==> config.mk <==
export PLATFORM = sky130hd
export DESIGN_NAME = spi_ctl_irq
export DESIGN_NICKNAME = d
export VERILOG_FILES = /design/src/rtl/spi_ctl_pkg.sv /design/src/rtl/spi_ctl_regs.sv /design/src/rtl/spi_ctl_brg.sv /design/src/rtl/spi_ctl_pads.sv /design/src/rtl/spi_ctl_irq.sv
export SDC_FILE = /design/constraint.sdc
export NUM_CORES = 1
export LEC_CHECK = 0
export BUFFER_PORTS_ARGS = -buffer_cell sky130_fd_sc_hd__buf_2
export CAP_MARGIN = 10
export CORE_ASPECT_RATIO = 0.8
export CORE_UTILIZATION = 35
export CTS_CLUSTER_DIAMETER = 40
export DETAILED_ROUTE_END_ITERATION = 7
export PLACE_DENSITY_LB_ADDON = 0.15
export SYNTH_ARGS = -nofsm -noshare
export SYNTH_HDL_FRONTEND = slang
export SYNTH_HIERARCHICAL = 1
export SYNTH_SLANG_ARGS = --single-unit
==> constraint.sdc <==
create_clock -name clk -period 3.6 [get_ports clk]
set_input_delay 0.18 -clock clk [delete_from_list [all_inputs] [get_ports clk]]
set_output_delay 0.18 -clock clk [all_outputs]
set_load 0.1 [all_outputs]
==> src/rtl/spi_ctl_pkg.sv <==
package spi_ctl_pkg;
  localparam int DW = 8;

  localparam int B_EN     = 0;
  localparam int B_MST    = 1;
  localparam int B_OD     = 2;
  localparam int B_CPOL   = 3;
  localparam int B_CPHA   = 4;
  localparam int B_TMR    = 5;
  localparam int B_FORCE  = 6;
  localparam int B_IE     = 7;
  localparam int ST_FLAG  = 7;

  typedef enum logic [1:0] {
    SEL_CTL  = 2'd0,
    SEL_STAT = 2'd1,
    SEL_RLO  = 2'd2,
    SEL_RHI  = 2'd3
  } reg_sel_e;
endpackage

==> src/rtl/spi_ctl_regs.sv <==
module spi_ctl_regs
  import spi_ctl_pkg::*;
(
  input  logic          clk,
  input  logic          rst_n,
  input  logic          wr_ctl,
  input  logic          wr_stat,
  input  logic [DW-1:0] wdata,
  input  logic          xfer_done,
  input  logic          tmr_evt,
  output logic [DW-1:0] ctl_q,
  output logic          irq_q
);
  logic          set_any;
  logic          clr_req;
  logic [DW-1:0] ctl_d;
  logic          ctl_ce;
  logic          irq_d;
  logic          irq_ce;

  always_comb begin
    set_any = (wr_ctl & wdata[B_FORCE])
            | (xfer_done & ctl_q[B_EN])
            | (tmr_evt & ~ctl_q[B_EN] & ctl_q[B_TMR]);
    clr_req = wr_stat & wdata[ST_FLAG];
  end

  always_comb begin
    ctl_d = ctl_q;
    if (wr_ctl) begin
      ctl_d          = wdata;
      ctl_d[B_FORCE] = ctl_q[B_FORCE] | wdata[B_FORCE];
    end else if (clr_req) begin
      ctl_d[B_FORCE] = 1'b0;
    end
    ctl_ce = wr_ctl | clr_req;
  end

  always_comb begin
    irq_ce = set_any | clr_req;
    irq_d  = set_any ? 1'b1 : 1'b0;
  end

  always_ff @(posedge clk or negedge rst_n) begin
    if (!rst_n) begin
      ctl_q <= '0;
    end else if (ctl_ce) begin
      ctl_q <= ctl_d;
    end
  end

  always_ff @(posedge clk or negedge rst_n) begin
    if (!rst_n) begin
      irq_q <= 1'b0;
    end else if (irq_ce) begin
      irq_q <= irq_d;
    end
  end
endmodule

==> src/rtl/spi_ctl_brg.sv <==
module spi_ctl_brg #(
  parameter int CNT_W = 16,
  parameter int NB    = CNT_W / 8
) (
  input  logic             clk,
  input  logic             rst_n,
  input  logic             run,
  input  logic [NB-1:0]    wr_byte,
  input  logic [7:0]       wdata,
  output logic [CNT_W-1:0] reload_q,
  output logic             tick
);
  logic [CNT_W-1:0] cnt_q;
  logic [CNT_W-1:0] cnt_d;

  for (genvar b = 0; b < NB; b++) begin : g_rld
    always_ff @(posedge clk or negedge rst_n) begin
      if (!rst_n) begin
        reload_q[b*8 +: 8] <= 8'h00;
      end else if (wr_byte[b]) begin
        reload_q[b*8 +: 8] <= wdata;
      end
    end
  end

  always_comb begin
    tick  = run && (cnt_q <= CNT_W'(1));
    cnt_d = (!run || tick) ? reload_q : (cnt_q - CNT_W'(1));
  end

  always_ff @(posedge clk or negedge rst_n) begin
    if (!rst_n) begin
      cnt_q <= '0;
    end else begin
      cnt_q <= cnt_d;
    end
  end
endmodule

==> src/rtl/spi_ctl_pads.sv <==
module spi_ctl_pads #(
  parameter int NPIN = 4
) (
  input  logic            cpol,
  input  logic            od,
  input  logic            sck_run,
  input  logic [NPIN-1:0] sh_out,
  input  logic [NPIN-1:0] sh_oe,
  output logic [NPIN-1:0] pad_out,
  output logic [NPIN-1:0] pad_oe
);
  logic [NPIN-1:0] val;

  for (genvar i = 0; i < NPIN; i++) begin : g_pin
    if (i == 0) begin : g_clk
      assign val[i] = sck_run ? (sh_out[i] ^ cpol) : cpol;
    end else begin : g_dat
      assign val[i] = sh_out[i];
    end
    assign pad_out[i] = od ? 1'b0 : val[i];
    assign pad_oe[i]  = od ? (sh_oe[i] & ~val[i]) : sh_oe[i];
  end
endmodule

==> src/rtl/spi_ctl_irq.sv <==
module spi_ctl_irq
  import spi_ctl_pkg::*;
#(
  parameter int         ADDR_W = 8,
  parameter logic [7:0] BASE   = 8'h60,
  parameter int         CNT_W  = 16,
  parameter int         NPIN   = 4
) (
  input  logic              clk,
  input  logic              rst_n,
  input  logic [ADDR_W-1:0] bus_addr,
  input  logic              bus_we,
  input  logic [DW-1:0]     bus_wdata,
  output logic [DW-1:0]     bus_rdata,
  input  logic              xfer_done,
  input  logic              sh_sck_run,
  input  logic [NPIN-1:0]   sh_out,
  input  logic [NPIN-1:0]   sh_oe,
  output logic              cfg_en,
  output logic              cfg_master,
  output logic              cfg_cpol,
  output logic              cfg_cpha,
  output logic              cfg_od,
  output logic              brg_tick,
  output logic              irq_req,
  output logic [NPIN-1:0]   pad_out,
  output logic [NPIN-1:0]   pad_oe
);
  localparam int NB = CNT_W / 8;

  logic [1:0]       rst_sync;
  logic             rst_q_n;
  logic             hit;
  reg_sel_e         sel;
  logic             wr_ctl;
  logic             wr_stat;
  logic [NB-1:0]    wr_rld;
  logic [DW-1:0]    ctl_q;
  logic             irq_q;
  logic             tmr_run;
  logic [CNT_W-1:0] reload_q;

  always_ff @(posedge clk or negedge rst_n) begin
    if (!rst_n) begin
      rst_sync <= 2'b00;
    end else begin
      rst_sync <= {rst_sync[0], 1'b1};
    end
  end
  assign rst_q_n = rst_sync[1];

  always_comb begin
    hit     = (bus_addr[ADDR_W-1:2] == BASE[ADDR_W-1:2]);
    sel     = reg_sel_e'(bus_addr[1:0]);
    wr_ctl  = bus_we && hit && (sel == SEL_CTL);
    wr_stat = bus_we && hit && (sel == SEL_STAT);
  end

  for (genvar b = 0; b < NB; b++) begin : g_rld_dec
    assign wr_rld[b] = bus_we && hit && (int'(sel) == 2 + b);
  end

  assign tmr_run = ctl_q[B_EN] | ctl_q[B_TMR];

  spi_ctl_regs u_regs (
    .clk       (clk),
    .rst_n     (rst_q_n),
    .wr_ctl    (wr_ctl),
    .wr_stat   (wr_stat),
    .wdata     (bus_wdata),
    .xfer_done (xfer_done),
    .tmr_evt   (brg_tick),
    .ctl_q     (ctl_q),
    .irq_q     (irq_q)
  );

  spi_ctl_brg #(.CNT_W(CNT_W), .NB(NB)) u_brg (
    .clk      (clk),
    .rst_n    (rst_q_n),
    .run      (tmr_run),
    .wr_byte  (wr_rld),
    .wdata    (bus_wdata),
    .reload_q (reload_q),
    .tick     (brg_tick)
  );

  spi_ctl_pads #(.NPIN(NPIN)) u_pads (
    .cpol    (ctl_q[B_CPOL]),
    .od      (ctl_q[B_OD]),
    .sck_run (sh_sck_run),
    .sh_out  (sh_out),
    .sh_oe   (sh_oe),
    .pad_out (pad_out),
    .pad_oe  (pad_oe)
  );

  always_comb begin
    bus_rdata = '0;
    if (hit) begin
      case (sel)
        SEL_CTL:  bus_rdata = ctl_q;
        SEL_STAT: bus_rdata = {irq_q, 7'b0};
        SEL_RLO:  bus_rdata = reload_q[7:0];
        SEL_RHI:  bus_rdata = reload_q[CNT_W-1 -: 8];
        default:  bus_rdata = '0;
      endcase
    end
  end

  assign cfg_en     = ctl_q[B_EN];
  assign cfg_master = ctl_q[B_MST];
  assign cfg_cpol   = ctl_q[B_CPOL];
  assign cfg_cpha   = ctl_q[B_CPHA];
  assign cfg_od     = ctl_q[B_OD];
  assign irq_req    = ctl_q[B_IE] & irq_q;
endmodule

==> results.cfg <==
[grt]
grt_start_max_net_pins = 42
grt.total_usage = 0.162
grt_pass1_vias = 1724
grt_pass1_wl_um = 8760
antenna_found_initial = 0
grt_overflow = 0

[sta]
finalCriticalPeriod_ns = 2.29
max_freq_ghz = 0.436
hold_violations = 0
final_max_slew_viol_count = 0
fin_setup_tns_ns = 0
setup_viol_count_final = 0
timing.final.crit_share = 0.637
skew_ns = 0.0110
relSlewSlack = 0.392
rsz0062_at_grt = false
max_slew.worst_pin.slew_ns = 0.912
worst_slack_ns = 1.31

[synthesis]
synth-seq-cells = 43
synth_fa_ha_area_frac = 0.0105
muxShareOfSynthArea = 0.159
synthTopCellsByArea = dfrtp_1 (45%), mux2_2 (7.6%), mux2_4 (4.4%), o21ai_0 (4.0%), nand2_1 (3.3%)
syn_area_per_cell_um2 = 11.1
netlist.area_leader.share = 0.452
synth_async_sr_flop_share = 1.00
synth_top_area_cell = dfrtp_1
synth-xor-area-share = 0.0442
ys.flop_type = dfrtp_1
synthDistinctLibCells = 45
synth_edf_count = 0
synth_compound_area_frac = 0.107
yosys.area_share.simple = 0.188
syn_area_um2 = 2380
synth_top_family_by_area = simple AND/OR/NAND/NOR gates
synthCells = 214
yosysSeqAreaShare = 0.452
yosys_warnings = 6
syn_nets = 245

[routing]
ant_nets = 0
via_per_inst = 4.89
wl_met2_um = 2260
maxUsedRoutingLayer = met4
wl_met1_um = 2640
drt_pass1_iterations = 4
wirelength_um = 5130
drt_iter0_markers = 67
wl_met3_um = 170
routedWlPerCell_um = 14.7
num_vias = 1710
drc = 0

[job]
max-cap-violations = 0

[clock_tree]
cts-resized-gates = 0
path_clk_slew_ns = 0.09
hold_buffers = 1
postCtsSetupRepairBufs = 0
clk_latency_ns = 0.30
tritoncts = done
clockBufferDepth = 2
cts-htree-levels = 2
cts_buffers = 5
clock-sinks = 43
cts-root-buf = clkbuf_8

[floorplan]
coreArea_um2 = 6470
die-area_um2 = 7130
top_level_ports = 52
start_util = 0.367
core.rowCount = 26
die-width_um = 94.2
die_y_um = 75.7

[placed_design]
pre_cts_ws_ns = 1.49
place_congestion = 0.717
io_buffer_count = 51
dp.final_hpwl_um = 3750
place_area_um2 = 2680

[final_layout]
fin_area_um2 = 2790
postLayoutCoreUtil = 0.430
final_nets = 296
antennaDiodeCount = 0
area_growth_pct = 17.1
drive_above_1_share = 0.395
fill_cells = 632

[worst_setup_path]
cp_cell_sequence = nor4_4, nand4_4, nor3_2, buf_2
crit_slowest_cell = buf_2
critical_path_arrival_ns = 2.11
cp_slowest_stage_delay_ns = 0.47
worstPathRequired_ns = 3.42
crit_path_start_kind = flop
critPathCaptureType = primary output
worst-setup-path-type = flop to primary output
crit_family = simple AND/OR/NAND/NOR gates
crit_path_max_fanout = 5
crit_buf_inv = 1

[power_and_ir_drop]
p_per_area_nw_per_um2 = 504
power.leakage_nw = 1.35
vdd_drop_max_v = 0.000208
power_mw = 1.40

[worst_hold_path]
min_path_type = primary input to flop

[outcome]
status = finished clean
-- cells in the final DEF (no fill, tap or decap), drive strengths merged, types with 5 or more instances in the layout --
master,count
clkbuf,5
mux2,23
nand2,22
xnor2,8
nor2,7
and2,10
nand3,10
mux2i,7
dfrtp,43
nor3,5
o21ai,23
buf,53
-- synthesized netlist by cell type (2+ instances only) --
master,number
dfrtp_1,43
nand2_1,21
o21ai_0,19
mux2_2,16
and2_1,10
nand3_1,10
xnor2_1,8
mux2_4,7
mux2i_1,7
nor2_1,7
buf_6,5
a21boi_0,4
nor3_1,4
xor2_1,4
a21oi_1,3
and2b_2,3
clkbuf_1,3
inv_1,3
nand3b_1,3
o21ai_2,3
a21bo_2,2
a21o_1,2
buf_2,2
ha_1,2
nor3b_1,2
nor4_1,2
-- per-stage QoR --
| step | cells | hold WS (ns) |
|---|---|---|
| floorplan | 214 | -0.116 |
| global placement | 341 | -0.0338 |
| detailed placement | 341 | -0.0331 |
| CTS | 350 | 0.114 |
| global route | 350 | 0.121 |
| finish | 350 | 0.121 |
-- cell families after synthesis --
kind of cell               after synthesis
other                                    1
buffers and inverters                   13
and+or+nand+nor                         74
DFF                                     43
xor gates and xnor gates                12
adders and majority gates                2
AOI/OAI and AO/OA                       38
muxes                                   31
-- worst min-delay path, cell delays in order --
cell     delay (ns)
buf_2          0.08
nand2_1        0.04
nand4_1        0.08
-- final cells by class --
class	count	area (um2)	area share
multi-input cells	158	1220	0.438
flip-flops and latches	43	1080	0.387
repair buffers	54	280	0.101
well taps	84	105	0.0377
clock buffers	5	68.8	0.0247
clock inverters	3	23.8	0.00854
inverters	3	11.3	0.00404
-- where the power goes --
part	switching (mW)	leakage, nW	internal (mW)	total, mW
logic	0.301	0.728	0.197	0.499
registers	0.0598	0.581	0.526	0.586
clock network	0.179	0.0408	0.139	0.318
-- path summary, 6_finish.rpt --
kind,from,endpoint,slack [ns],cells after the start
setup reg to reg,u_brg/cnt_q[4]$_DFF_PN0_,u_brg/cnt_q[6]$_DFF_PN0_,1.48,4
setup / recovery,u_brg/cnt_q[4]$_DFF_PN0_,brg_tick,1.31,4
min in group asynchronous,rst_n,rst_sync[1]$_DFF_PN0_,0.18,2
max in group asynchronous,rst_sync[1]$_DFF_PN0_,u_regs/ctl_q[0]$_DFFE_PN0P_,2.61,0
hold reg to reg,rst_sync[0]$_DFF_PN0_,rst_sync[1]$_DFF_PN0_,0.36,0
hold / removal,xfer_done,u_regs/irq_q$_DFFE_PN0P_,0.12,3
-- sequential cells by signal, summed over array words and instances (netlist names) --
signal and cells:
u_brg/cnt_q 16, rst_sync 2, u_regs/irq_q 1, u_regs/ctl_q 8, u_brg/reload_q 16
-- routing by layer --
metal,vias to the layer above,global-route usage
met5,-,0
met4,0,0.0410
met3,7,0.0369
met2,25,0.255
met1,821,0.227
li1,857,-
Power figures use the tool's default switching activity.
